### config.mk
export PLATFORM = sky130hd
export DESIGN_NAME = host_reply_tx
export DESIGN_NICKNAME = d
export VERILOG_FILES = /design/src/rtl/host_reply_pkg.sv /design/src/rtl/reply_req_latch.sv /design/src/rtl/reply_arbiter.sv /design/src/rtl/reply_byte_gen.sv /design/src/rtl/host_reply_tx.sv
export SDC_FILE = /design/constraint.sdc
export NUM_CORES = 1
export LEC_CHECK = 0
export ABC_AREA = 0
export ABC_CLOCK_PERIOD_IN_PS = 3400
export BUFFER_PORTS_ARGS = -buffer_cell sky130_fd_sc_hd__buf_2
export CAP_MARGIN = 20
export CELL_PAD_IN_SITES_DETAIL_PLACEMENT = 1
export CELL_PAD_IN_SITES_GLOBAL_PLACEMENT = 1
export CORE_MARGIN = 2
export CORE_UTILIZATION = 42
export DETAILED_ROUTE_END_ITERATION = 8
export MAX_ROUTING_LAYER = met4
export PLACE_DENSITY = 0.85
export SLEW_MARGIN = 20
export SYNTH_ARGS = -nofsm -noshare
export SYNTH_HDL_FRONTEND = slang
export SYNTH_SLANG_ARGS = --single-unit
### constraint.sdc
create_clock -name clk -period 3.4 [get_ports clk]
set_input_delay 0.51 -clock clk [delete_from_list [all_inputs] [get_ports clk]]
set_output_delay 0.51 -clock clk [all_outputs]
set_load 0.005 [all_outputs]
### src/rtl/host_reply_pkg.sv
package host_reply_pkg;
  localparam int BYTE_W   = 8;
  localparam int DIM_W    = 16;
  localparam int FNUM_W   = 16;
  localparam int LVL_W    = 8;
  localparam int FBUF_W   = 4;
  localparam int CHAN_W   = 2;
  localparam int TAG_LEN  = 8;
  localparam int CAPS_LEN = TAG_LEN + 2 * (DIM_W / BYTE_W) + 2;
  localparam int FRM_LEN  = TAG_LEN + FNUM_W / BYTE_W;
  localparam int MAX_LEN  = (CAPS_LEN > FRM_LEN) ? CAPS_LEN : FRM_LEN;
  localparam int IDX_W    = $clog2(MAX_LEN);
  localparam int N_KIND   = 2;

  // index order is also arbitration priority: lower index wins
  typedef enum logic [0:0] {
    KIND_FRAME = 1'b0,
    KIND_CAPS  = 1'b1
  } reply_kind_e;

  typedef struct packed {
    logic [DIM_W-1:0]  width;
    logic [DIM_W-1:0]  height;
    logic [LVL_W-1:0]  levels;
    logic [BYTE_W-1:0] mode;
    logic [FNUM_W-1:0] fnum;
  } reply_fields_t;

  function automatic logic [BYTE_W-1:0] tag_byte(reply_kind_e k, logic [2:0] i);
    logic [BYTE_W-1:0] b;
    case (i)
      3'd0: b = 8'h44;
      3'd1: b = 8'h49;
      3'd2: b = 8'h53;
      3'd3: b = 8'h50;
      3'd4: b = 8'h5F;
      3'd5: b = (k == KIND_CAPS) ? 8'h53 : 8'h46;
      3'd6: b = (k == KIND_CAPS) ? 8'h45 : 8'h52;
      default: b = (k == KIND_CAPS) ? 8'h54 : 8'h4D;
    endcase
    return b;
  endfunction

  function automatic logic [IDX_W-1:0] last_index(reply_kind_e k);
    return (k == KIND_CAPS) ? IDX_W'(CAPS_LEN - 1) : IDX_W'(FRM_LEN - 1);
  endfunction
endpackage

### src/rtl/reply_req_latch.sv
module reply_req_latch #(
  parameter int N = 2
) (
  input  logic         clk,
  input  logic         rst_n,
  input  logic [N-1:0] set_i,
  input  logic [N-1:0] clr_i,
  output logic [N-1:0] pend_o
);
  genvar k;
  generate
    for (k = 0; k < N; k++) begin : g_flag
      always_ff @(posedge clk) begin
        if (!rst_n)         pend_o[k] <= 1'b0;
        else if (clr_i[k])  pend_o[k] <= 1'b0;  // completion wins: merged pulse is absorbed
        else if (set_i[k])  pend_o[k] <= 1'b1;
      end
    end
  endgenerate
endmodule

### src/rtl/reply_arbiter.sv
module reply_arbiter #(
  parameter int N  = 2,
  localparam int GW = (N > 1) ? $clog2(N) : 1
) (
  input  logic [N-1:0]  req_i,
  output logic          any_o,
  output logic [GW-1:0] grant_o
);
  always_comb begin
    grant_o = '0;
    for (int k = N - 1; k >= 0; k--) begin
      if (req_i[k]) grant_o = GW'(k);
    end
    any_o = |req_i;
  end
endmodule

### src/rtl/reply_byte_gen.sv
module reply_byte_gen
  import host_reply_pkg::*;
(
  input  reply_kind_e        kind_i,
  input  logic [IDX_W-1:0]   idx_i,
  input  reply_fields_t      fld_i,
  output logic [BYTE_W-1:0]  byte_o
);
  always_comb begin
    byte_o = '0;
    if (idx_i < IDX_W'(TAG_LEN)) begin
      byte_o = tag_byte(kind_i, idx_i[2:0]);
    end else if (kind_i == KIND_FRAME) begin
      byte_o = (idx_i == IDX_W'(TAG_LEN)) ? fld_i.fnum[7:0] : fld_i.fnum[15:8];
    end else begin
      case (idx_i)
        IDX_W'(TAG_LEN + 0): byte_o = fld_i.width[7:0];
        IDX_W'(TAG_LEN + 1): byte_o = fld_i.width[15:8];
        IDX_W'(TAG_LEN + 2): byte_o = fld_i.height[7:0];
        IDX_W'(TAG_LEN + 3): byte_o = fld_i.height[15:8];
        IDX_W'(TAG_LEN + 4): byte_o = fld_i.levels;
        default:             byte_o = fld_i.mode;
      endcase
    end
  end
endmodule

### src/rtl/host_reply_tx.sv
module host_reply_tx
  import host_reply_pkg::*;
(
  input  logic              clk,
  input  logic              rst_n,
  input  logic              caps_req_i,
  input  logic              frame_req_i,
  input  logic [DIM_W-1:0]  width_i,
  input  logic [DIM_W-1:0]  height_i,
  input  logic [LVL_W-1:0]  levels_m1_i,
  input  logic [FBUF_W-1:0] frames_m1_i,
  input  logic [CHAN_W-1:0] channels_i,
  input  logic [FNUM_W-1:0] frame_num_i,
  output logic [BYTE_W-1:0] tx_data_o,
  output logic              tx_valid_o,
  input  logic              tx_ready_i
);
  localparam int GW = (N_KIND > 1) ? $clog2(N_KIND) : 1;

  logic [N_KIND-1:0] req_vec;
  logic [N_KIND-1:0] pend_q;
  logic [N_KIND-1:0] done_vec;
  logic              any_pend;
  logic [GW-1:0]     grant;
  logic              busy_q;
  reply_kind_e       kind_q;
  logic [IDX_W-1:0]  idx_q;
  reply_fields_t     fields_q;
  reply_fields_t     fields_now;
  logic              fire;
  logic              pkt_end;
  logic              start;

  always_comb begin
    req_vec             = '0;
    req_vec[KIND_FRAME] = frame_req_i;
    req_vec[KIND_CAPS]  = caps_req_i;
  end

  assign fire    = busy_q & tx_ready_i;
  assign pkt_end = fire && (idx_q == last_index(kind_q));
  assign start   = !busy_q && any_pend;

  always_comb begin
    done_vec = '0;
    if (pkt_end) done_vec[kind_q] = 1'b1;
  end

  always_comb begin
    fields_now.width  = width_i;
    fields_now.height = height_i;
    fields_now.levels = levels_m1_i;
    fields_now.mode   = {frames_m1_i, 2'b00, channels_i};
    fields_now.fnum   = frame_num_i;
  end

  reply_req_latch #(.N(N_KIND)) u_latch (
    .clk    (clk),
    .rst_n  (rst_n),
    .set_i  (req_vec),
    .clr_i  (done_vec),
    .pend_o (pend_q)
  );

  reply_arbiter #(.N(N_KIND)) u_arb (
    .req_i   (pend_q),
    .any_o   (any_pend),
    .grant_o (grant)
  );

  always_ff @(posedge clk) begin
    if (!rst_n) begin
      busy_q   <= 1'b0;
      kind_q   <= KIND_FRAME;
      idx_q    <= '0;
      fields_q <= '0;
    end else if (start) begin
      busy_q   <= 1'b1;
      kind_q   <= reply_kind_e'(grant);
      idx_q    <= '0;
      fields_q <= fields_now;
    end else if (fire) begin
      if (pkt_end) begin
        busy_q <= 1'b0;
        idx_q  <= '0;
      end else begin
        idx_q  <= idx_q + 1'b1;
      end
    end
  end

  reply_byte_gen u_gen (
    .kind_i (kind_q),
    .idx_i  (idx_q),
    .fld_i  (fields_q),
    .byte_o (tx_data_o)
  );

  assign tx_valid_o = busy_q;
endmodule

==> impl_metrics.tcl, run 1 <==
set metrics [dict create \
    outcome "complete, no violations" \
    drt_first_iter_violations 218 \
    grt_start_max_net_pins 69 \
    synth_cell_type_count 46 \
    crit_arrival_ns 2.67 \
    path_depth 7 \
    track_usage 0.241 \
    worst_r2r_path_depth 5 \
    area.growth.synth_to_final_pct 18.8 \
    nets 553 \
    synth_adder_area_share 0.0149 \
    io_buffers 75 \
    layout_worst_path_cycle_share 0.936 \
    dpl_worst_slack_ns 0.662 \
    placeable_area_sq_um 7730 \
    synth_area_leader_cell "sky130_fd_sc_hd__dfxtp_1" \
    yosys.area_share.xor_xnor 0.00780 \
    synth_simple_gate_area_share 0.218 \
    wirelength_mm 9.86 \
    cts.path.max_buffers 2 \
    ctsRootBufferMaster "sky130_fd_sc_hd__clkbuf_8" \
    initial_utilization 0.436 \
    clk_transition_reported_paths_ns 0.08 \
    max_cap_violations 0 \
    timing_worst_slew_pin_value_ns 0.950 \
    place.gp.congestion 0.809 \
    synthMuxAreaShare 0.0342 \
    antennaDiodeCount 0 \
    ioPinCount 76 \
    yosys-top-cells-area "sky130_fd_sc_hd__dfxtp_1, sky130_fd_sc_hd__nand2_1, sky130_fd_sc_hd__a21boi_0" \
    cp.required_ns 2.89 \
    die_y_microns 93.5 \
    ant_nets 0 \
    vdd.ir_drop.worst_v 0.000278 \
    yosys_warning_count 0 \
    timing.reg2reg.setup_slack_ns 1.36 \
    synth.cell_area_sq_um 3370 \
    average_size_of_a_mapped_cell_sq_um 7.90 \
    synth-edff-count 0 \
    largest_family_of_logic_cells_by_synthesized_area "compound AO/OA/AOI/OAI gates" \
    power_density_nw_per_um2 494 \
    grt_antenna_before_repair 0 \
    most_instantiated_library_cell_after_synthesis "sky130_fd_sc_hd__nand2_1" \
    synth_nets 497 \
    fin_tns_setup_ns 0 \
    drcViolationCount 0 \
    slowest_delay_ns 0.61 \
    tritoncts "done" \
    min-delay-path-class "in2reg" \
    fp-row-count 32 \
    synth.ff_latch_count 70 \
    first_pass_grt_wire_length_mm 15.9 \
    cts-buffers-inserted 9 \
    detail_route.wl_per_cell_microns 16.7 \
    total_die_area_sq_um 8750 \
    synth-async-reset-ratio 0 \
    via_total_after_detailed_routing 3195 \
    clk-insertion-delay-late_ns 0.36 \
    clock_sink_count 70 \
    global_route.overflow_total 0 \
    worst_clock_skew_ns 0.0114 \
    place_area_sq_um 3760 \
    critical_path.slowest_cell "sky130_fd_sc_hd__or4_4" \
    ctsHoldBuffers 0 \
    worst_hold_startpoint "frame_num_i[14]" \
    detailedRoute.firstPassIterationCount 4 \
    criticalPathCategory "reg2out" \
    worst-path-buf-inv 2 \
    timing_max_transition_violations_final 0 \
    end_point_of_the_worst_hold_path "fields_q[14]" \
    final_design_area_no_fill_sq_um 4000 \
    worstReg2RegStart "u_latch.pend_o[0]" \
    hpwl_mm 6.95 \
    synth_sequential_area_ratio 0.416 \
    final-setup-viol-count 0 \
    fin_crit_ns 3.18 \
    finalPower_w 0.00198 \
    grt_pass1_vias 3201 \
    setup_repair_after_global_routing_missed_its_margin "no" \
    hold_violations 0 \
    layout-drive-gt1-share 0.211 \
    crit_path_cell_trace "inv_1 > ha_1 > or4_4 > and3_4 > o22a_1 > a32oi_1 > buf_2" \
    post-route-worst-setup-slack_ns 0.219 \
    ctsHtreeMaxLevel 3 \
    slew-limit-headroom 0.367 \
    die_wd_microns 93.5 \
    endpoint_kind_of_the_worst_setup_timing_path "output pin" \
    top_achievable_clock_speed_ghz 0.314 \
    timing.rr.end "fields_q[36]" \
    critPathLaunchType "register" \
    static-leakage-power_nw 1.61 \
    synth_common_cells "sky130_fd_sc_hd__nand2_1, sky130_fd_sc_hd__dfxtp_1, sky130_fd_sc_hd__a21boi_0, sky130_fd_sc_hd__clkbuf_1, sky130_fd_sc_hd__nor2_1" \
    critical_path_peak_fanout 17 \
    yosys.area.top_type_share 0.416 \
    synthesis.instances 426 \
    routed_via_density 5.42 \
    worstHoldPathCells 3 \
    compound_cell_area_share_of_the_yosys_netlist 0.258 \
    cp_top_family "simple AND/OR/NAND/NOR gates" \
    ys_dominant_reg_cell "sky130_fd_sc_hd__dfxtp_1" \
]
## sequential cells by signal (all words and copies together), names as in the netlist
| register | count |
|---|---|
| fields_q | 62 |
| tx_valid_o | 1 |
| kind_q | 1 |
| u_latch.pend_o | 2 |
| idx_q | 4 |
## stage by stage
stage,hold slack [ns],cells,util
after floorplan,0.440,426,-
after global placement,0.458,573,0.487
after detailed placement,0.463,573,0.487
after CTS,0.393,589,0.517
after global routing,0.409,589,0.518
final,0.401,589,0.518
## where the power goes
part,leakage [nW],switching (W),internal (W)
clock network,0.120,0.000319,0.000473
registers,0.576,0.0000501,0.000882
logic,0.913,0.000149,0.000102
total,1.61,0.000518,0.00146
## layout make-up
type | instances | area [sq um]
Tap cell | 102 | 128
Clock inverter | 3 | 65.1
Clock buffer | 13 | 169
Timing Repair Buffer | 79 | 405
Sequential cell | 70 | 1400
Fill cell | 980 | 3730
Inverter | 8 | 30.0
Multi-Input combinational cell | 314 | 1800
## cells in the final DEF (no fill, tap or decap), types with 3 or more instances in the layout
cell,instances
sky130_fd_sc_hd__nand3_1,6
sky130_fd_sc_hd__ha_1,3
sky130_fd_sc_hd__mux2i_1,7
sky130_fd_sc_hd__dfxtp_1,70
sky130_fd_sc_hd__a21boi_0,63
sky130_fd_sc_hd__buf_4,4
sky130_fd_sc_hd__nand3b_1,3
sky130_fd_sc_hd__o21ai_0,11
sky130_fd_sc_hd__a31oi_1,3
sky130_fd_sc_hd__nand2b_1,4
sky130_fd_sc_hd__a222oi_1,4
sky130_fd_sc_hd__a211oi_1,4
sky130_fd_sc_hd__mux2_2,4
sky130_fd_sc_hd__a21oi_1,9
sky130_fd_sc_hd__a22oi_1,7
sky130_fd_sc_hd__buf_2,75
sky130_fd_sc_hd__nand2_1,137
sky130_fd_sc_hd__inv_1,8
sky130_fd_sc_hd__nor2_1,13
sky130_fd_sc_hd__clkbuf_8,12
## routing by layer
layer,up-vias,wire (microns),GRT usage
li1,1569,-,-
met2,68,4870,0.401
met5,-,0,-
met4,0,181,0.0906
met1,1543,4390,0.293
met3,15,414,0.0435
## tightest hold or removal path: stages
cell and delay [ns]:
sky130_fd_sc_hd__buf_2 0.09, sky130_fd_sc_hd__nand2_1 0.04, sky130_fd_sc_hd__a21boi_0 0.06
## cells by family (layout without fill, tap and decap cells)
family,count (synthesis),after routing
compound gates,119,119
xor+xnor,3,3
fa+ha+maj,4,4
buf+inv,42,103
flops,70,70
mux,11,11
simple gates,177,177
## repair_timing
item                       CTS  global route
setup buffers                0             0
resized for setup            0             1
setup endpoints to repair    0             1
## how the worst max path moves through the flow
stage          startpoint            to  slack, ns
2_1_floorplan    idx_q[0]  tx_data_o[4]       1.07
3_3_place_gp     idx_q[0]  tx_data_o[1]       0.76
3_5_place_dp     idx_q[0]  tx_data_o[0]       0.66
4_1_cts          idx_q[0]  tx_data_o[0]       0.17
5_1_grt          idx_q[0]  tx_data_o[4]       0.11
6_report         idx_q[0]  tx_data_o[4]       0.22
(Power assumes the default switching activity.)
==> run 2, diff against run 1 <==
- CORE_UTILIZATION: 42 -> 40
- PLACE_DENSITY: 0.85 -> 0.82
- TNS_END_PERCENT: default -> 10
==> impl_metrics.tcl, run 2 (same netlist as run 1, synthesis figures left out) <==
set metrics [dict create \
    post-route-worst-setup-slack_ns 0.222 \
    antennaDiodeCount 0 \
    area.growth.synth_to_final_pct 18.4 \
    most_common_cell_after_layout_fill_and_taps_aside "sky130_fd_sc_hd__nand2_1" \
    static-leakage-power_nw 1.59 \
    fp-row-count 33 \
    track_usage 0.225 \
    register_name_with_the_most_flops "fields_q" \
    critPathLaunchType "register" \
    io_buffers 75 \
    die_wd_microns 95.7 \
    criticalPathCategory "reg2out" \
    total_die_area_sq_um 9170 \
    endpoint_kind_of_the_worst_setup_timing_path "output pin" \
    place.gp.congestion 0.816 \
    crit_arrival_ns 2.67 \
    cts.path.max_buffers 2 \
    cts-buffers-inserted 9 \
    ant_nets 0 \
    final.hold.worst_slack_ns 0.407 \
    fin_crit_ns 3.18 \
    clk_transition_reported_paths_ns 0.07 \
    fin_tns_setup_ns 0 \
    max_cap_violations 0 \
    clock_sink_count 70 \
    drt_first_iter_violations 127 \
    largest_reg_flops 62 \
    vdd.ir_drop.worst_v 0.000205 \
    first_pass_grt_wire_length_mm 15.1 \
    initial_utilization 0.412 \
    slew-limit-headroom 0.361 \
    worst_r2r_path_depth 4 \
    clk-insertion-delay-late_ns 0.35 \
    layout_worst_path_cycle_share 0.935 \
    dpl_worst_slack_ns 0.632 \
    grt_pass1_vias 3124 \
    via_total_after_detailed_routing 3120 \
    worstHoldPathCells 3 \
    end_point_of_the_worst_hold_path "fields_q[53]" \
    layout-drive-gt1-share 0.208 \
    timing.rr.end "fields_q[40]" \
    reg_top3 "fields_q (62), idx_q (4), u_latch.pend_o (2)" \
    final_cell_mix "sky130_fd_sc_hd__nand2_1, sky130_fd_sc_hd__buf_2, sky130_fd_sc_hd__dfxtp_1" \
    outcome "complete, no violations" \
    detailedRoute.firstPassIterationCount 4 \
    final-setup-viol-count 0 \
    global_route.overflow_total 0 \
    placeable_area_sq_um 8180 \
    worstReg2RegStart "tx_valid_o" \
    timing.reg2reg.setup_slack_ns 1.62 \
    top_achievable_clock_speed_ghz 0.315 \
    ctsHoldBuffers 0 \
    setup_repair_after_global_routing_missed_its_margin "no" \
    crit_start "idx_q[0]" \
    nets 552 \
    grt_start_max_net_pins 69 \
    wirelength_mm 9.52 \
    ioPinCount 76 \
    detail_route.wl_per_cell_microns 16.1 \
    grt_antenna_before_repair 0 \
    power_density_nw_per_um2 484 \
    ctsHtreeMaxLevel 3 \
    ctsRootBufferMaster "sky130_fd_sc_hd__clkbuf_8" \
    worst_clock_skew_ns 0.00831 \
    timing_worst_slew_pin_value_ns 0.958 \
    drcViolationCount 0 \
    timing_max_transition_violations_final 0 \
    min-delay-path-class "in2reg" \
    hold_violations 0 \
    critical_path_peak_fanout 22 \
    cp.required_ns 2.89 \
    routed_via_density 5.28 \
    die_y_microns 95.7 \
    cts-resized-gates 0 \
    tritoncts "done" \
    hpwl_mm 6.80 \
    cts_setup_buffers 0 \
    worst_hold_startpoint "width_i[5]" \
]
run 2: critical path, stage by stage, from the launching register on:
cell,delay (ns)
sky130_fd_sc_hd__dfxtp_1,0.36
sky130_fd_sc_hd__inv_1,0.12
sky130_fd_sc_hd__ha_1,0.69
sky130_fd_sc_hd__nand2b_1,0.37
sky130_fd_sc_hd__mux2_2,0.35
sky130_fd_sc_hd__o21ai_0,0.15
sky130_fd_sc_hd__o21ai_0,0.13
sky130_fd_sc_hd__buf_2,0.14
run 2: metrics by stage:
step	instances	utilization	total power [W]	area, sq um
after global placement	575	0.460	0.00119	3760
after detailed placement	575	0.460	0.00120	3760
after CTS	591	0.488	0.00195	3990
after floorplan	426	-	0.00109	3370
after global routing	591	0.488	0.00202	3990
final	591	0.488	0.00193	3990
run 2: layout make-up:
type,count,area [sq um]
Multi-Input combinational cell,314,1800
Clock buffer,11,141
Inverter,8,30.0
Tap cell,105,131
Fill cell,1029,4190
Timing Repair Buffer,78,398
Clock inverter,5,82.6
Sequential cell,70,1400
run 2: worst max path at each step:
stage,end,slack [ns]
floorplan,tx_data_o[4],1.07
global placement,tx_data_o[1],0.73
detailed placement,tx_data_o[0],0.63
CTS,tx_data_o[0],0.24
global route,tx_data_o[0],0.05
finish,tx_data_o[0],0.22
run 2: power by group:
group | total [W] | internal (W) | switching, W
combinational | 0.000247 | 0.000101 | 0.000146
clock | 0.000754 | 0.000433 | 0.000321
sequential | 0.000929 | 0.000882 | 0.0000470
run 2: routing by layer:
| metal | vias to the layer above | track usage | wire length (microns) |
|---|---|---|---|
| met1 | 1475 | 0.268 | 4300 |
| met3 | 13 | 0.0509 | 361 |
| met2 | 68 | 0.374 | 4720 |
| li1 | 1564 | - | - |
| met4 | 0 | 0.0774 | 138 |
| met5 | - | - | 0 |
==> run 3, diff against run 2 <==
- RECOVER_POWER: default -> 100
- SKIP_LAST_GASP: default -> 1
==> impl_metrics.tcl, run 3 (same netlist as run 1, synthesis figures left out) <==
set metrics [dict create \
    clk-insertion-delay-late_ns 0.35 \
    grt_antenna_before_repair 0 \
    wirelength_mm 9.52 \
    ctsHtreeMaxLevel 3 \
    die_wd_microns 95.7 \
    clock_sink_count 70 \
    global_route.overflow_total 0 \
    detailedRoute.firstPassIterationCount 5 \
    max_cap_violations 1 \
    ctsHoldBuffers 0 \
    power_density_nw_per_um2 486 \
    cts_setup_buffers 0 \
    cts-resized-gates 0 \
    worst_clock_skew_ns 0.00944 \
    final.hold.worst_slack_ns 0.409 \
    register_name_with_the_most_flops "fields_q" \
    reg_top3 "fields_q (62), idx_q (4), u_latch.pend_o (2)" \
    vdd.ir_drop.worst_v 0.000206 \
    area.sequential_sq_um 1400 \
    criticalPathCategory "reg2out" \
    slew-limit-headroom -0.535 \
    via_total_after_detailed_routing 3126 \
    place.gp.congestion 0.816 \
    io_buffers 75 \
    track_usage 0.225 \
    dpl_worst_slack_ns 0.632 \
    total_die_area_sq_um 9170 \
    endpoint_kind_of_the_worst_setup_timing_path "output pin" \
    cts-buffers-inserted 9 \
    initial_utilization 0.412 \
    ctsRootBufferMaster "sky130_fd_sc_hd__clkbuf_8" \
    post-route-worst-setup-slack_ns 0.218 \
    power.combinational.fraction 0.128 \
    hpwl_mm 6.80 \
    first_pass_grt_wire_length_mm 15.1 \
    layout_worst_path_cycle_share 0.936 \
    cts.path.max_buffers 2 \
    register_share_of_total_power 0.481 \
    violations_in_the_final_reports "max-capacitance violations, max-slew violations" \
    ant_nets 0 \
    drcViolationCount 0 \
    final.fill_count 1035 \
    fin_crit_ns 3.18 \
    share_clk_of_total_power 0.390 \
    timing_max_transition_violations_final 69 \
    drt_first_iter_violations 130 \
    area.growth.synth_to_final_pct 17.9 \
    die_y_microns 95.7 \
    final_cell_mix "sky130_fd_sc_hd__nand2_1, sky130_fd_sc_hd__dfxtp_1, sky130_fd_sc_hd__buf_2" \
    critical_path_peak_fanout 22 \
    timing_worst_slew_pin_value_ns 2.30 \
    layout-drive-gt1-share 0.187 \
    tritoncts "done" \
    ioPinCount 76 \
    largest_reg_flops 62 \
    clk_transition_reported_paths_ns 0.07 \
    crit_arrival_ns 2.67 \
    final-setup-viol-count 0 \
    critPathLaunchType "register" \
    p_int_w 0.00142 \
    switchingPower_w 0.000514 \
    outcome "complete, but fails checks" \
    grt_start_max_net_pins 69 \
    top_achievable_clock_speed_ghz 0.314 \
    min-delay-path-class "in2reg" \
    antennaDiodeCount 0 \
    fin_tns_setup_ns 0 \
    power.share.switching 0.266 \
    cp.required_ns 2.89 \
    fp-row-count 33 \
    grt_pass1_vias 3124 \
    hold_violations 0 \
    multiInputGateArea_sq_um 1790 \
    routed_via_density 5.29 \
    detail_route.wl_per_cell_microns 16.1 \
    nets 552 \
    placeable_area_sq_um 8180 \
    static-leakage-power_nw 1.56 \
    finalPower_w 0.00193 \
    setup_repair_after_global_routing_missed_its_margin "no" \
    most_common_cell_after_layout_fill_and_taps_aside "sky130_fd_sc_hd__nand2_1" \
]
-- run 3: changes by cell type in the layout (fill, tap and decap cells not counted) --
cell / before / now
sky130_fd_sc_hd__and3_1: 2 / 3
sky130_fd_sc_hd__and3_4: 1 / 0
sky130_fd_sc_hd__buf_2: 75 / 67
sky130_fd_sc_hd__clkbuf_1: 1 / 9
sky130_fd_sc_hd__or4_1: 0 / 1
sky130_fd_sc_hd__or4_4: 1 / 0
-- run 3: power groups by stage --
stage               Combinational, W  Clock (W)  Sequential, W
floorplan                   0.000170          0       0.000925
global placement            0.000239          0       0.000947
detailed placement          0.000249          0       0.000948
CTS                         0.000251   0.000770       0.000929
global route                0.000285   0.000804       0.000936
finish                      0.000248   0.000754       0.000929
-- run 3: through the flow --
stage           util  cell area (sq um)  cells
6_report       0.485               3970    591
5_1_grt        0.485               3970    591
4_1_cts        0.488               3990    591
3_5_place_dp   0.460               3760    575
3_3_place_gp   0.460               3760    575
2_1_floorplan      -               3370    426
-- run 3: layer usage --
metal | vias up | track usage | part of all wire
li1 | 1564 | - | -
met3 | 10 | 0.0509 | 0.044
met1 | 1482 | 0.268 | 0.44
met2 | 70 | 0.374 | 0.50
met4 | 0 | 0.0774 | 0.010
met5 | - | - | 0
-- run 3: area by class of cell --
class	instances	share of cell area
tap	105	0.0331
timing repair buffer	78	0.0977
sequential	70	0.353
clock buffer	11	0.0356
inverter	8	0.00757
clock inverter	5	0.0208
multi-input combinational	314	0.452
-- run 3: critical path: stages (launching register included) --
cell and delay [ns]:
sky130_fd_sc_hd__dfxtp_1 0.42, sky130_fd_sc_hd__inv_1 0.11, sky130_fd_sc_hd__ha_1 0.48, sky130_fd_sc_hd__or4_1 0.57, sky130_fd_sc_hd__nand3_1 0.21, sky130_fd_sc_hd__a211oi_1 0.10, sky130_fd_sc_hd__a311oi_1 0.28, sky130_fd_sc_hd__clkbuf_1 0.16
-- run 3: worst paths after layout --
path | from | endpoint | slack [ns] | cells after the start
worst max-delay path | idx_q[0] | tx_data_o[1] | 0.22 | 7
worst min-delay path | width_i[5] | fields_q[53] | 0.41 | 3
worst max register to register | tx_valid_o | fields_q[40] | 1.61 | 4
worst min register to register | fields_q[11] | fields_q[11] | 0.47 | 2
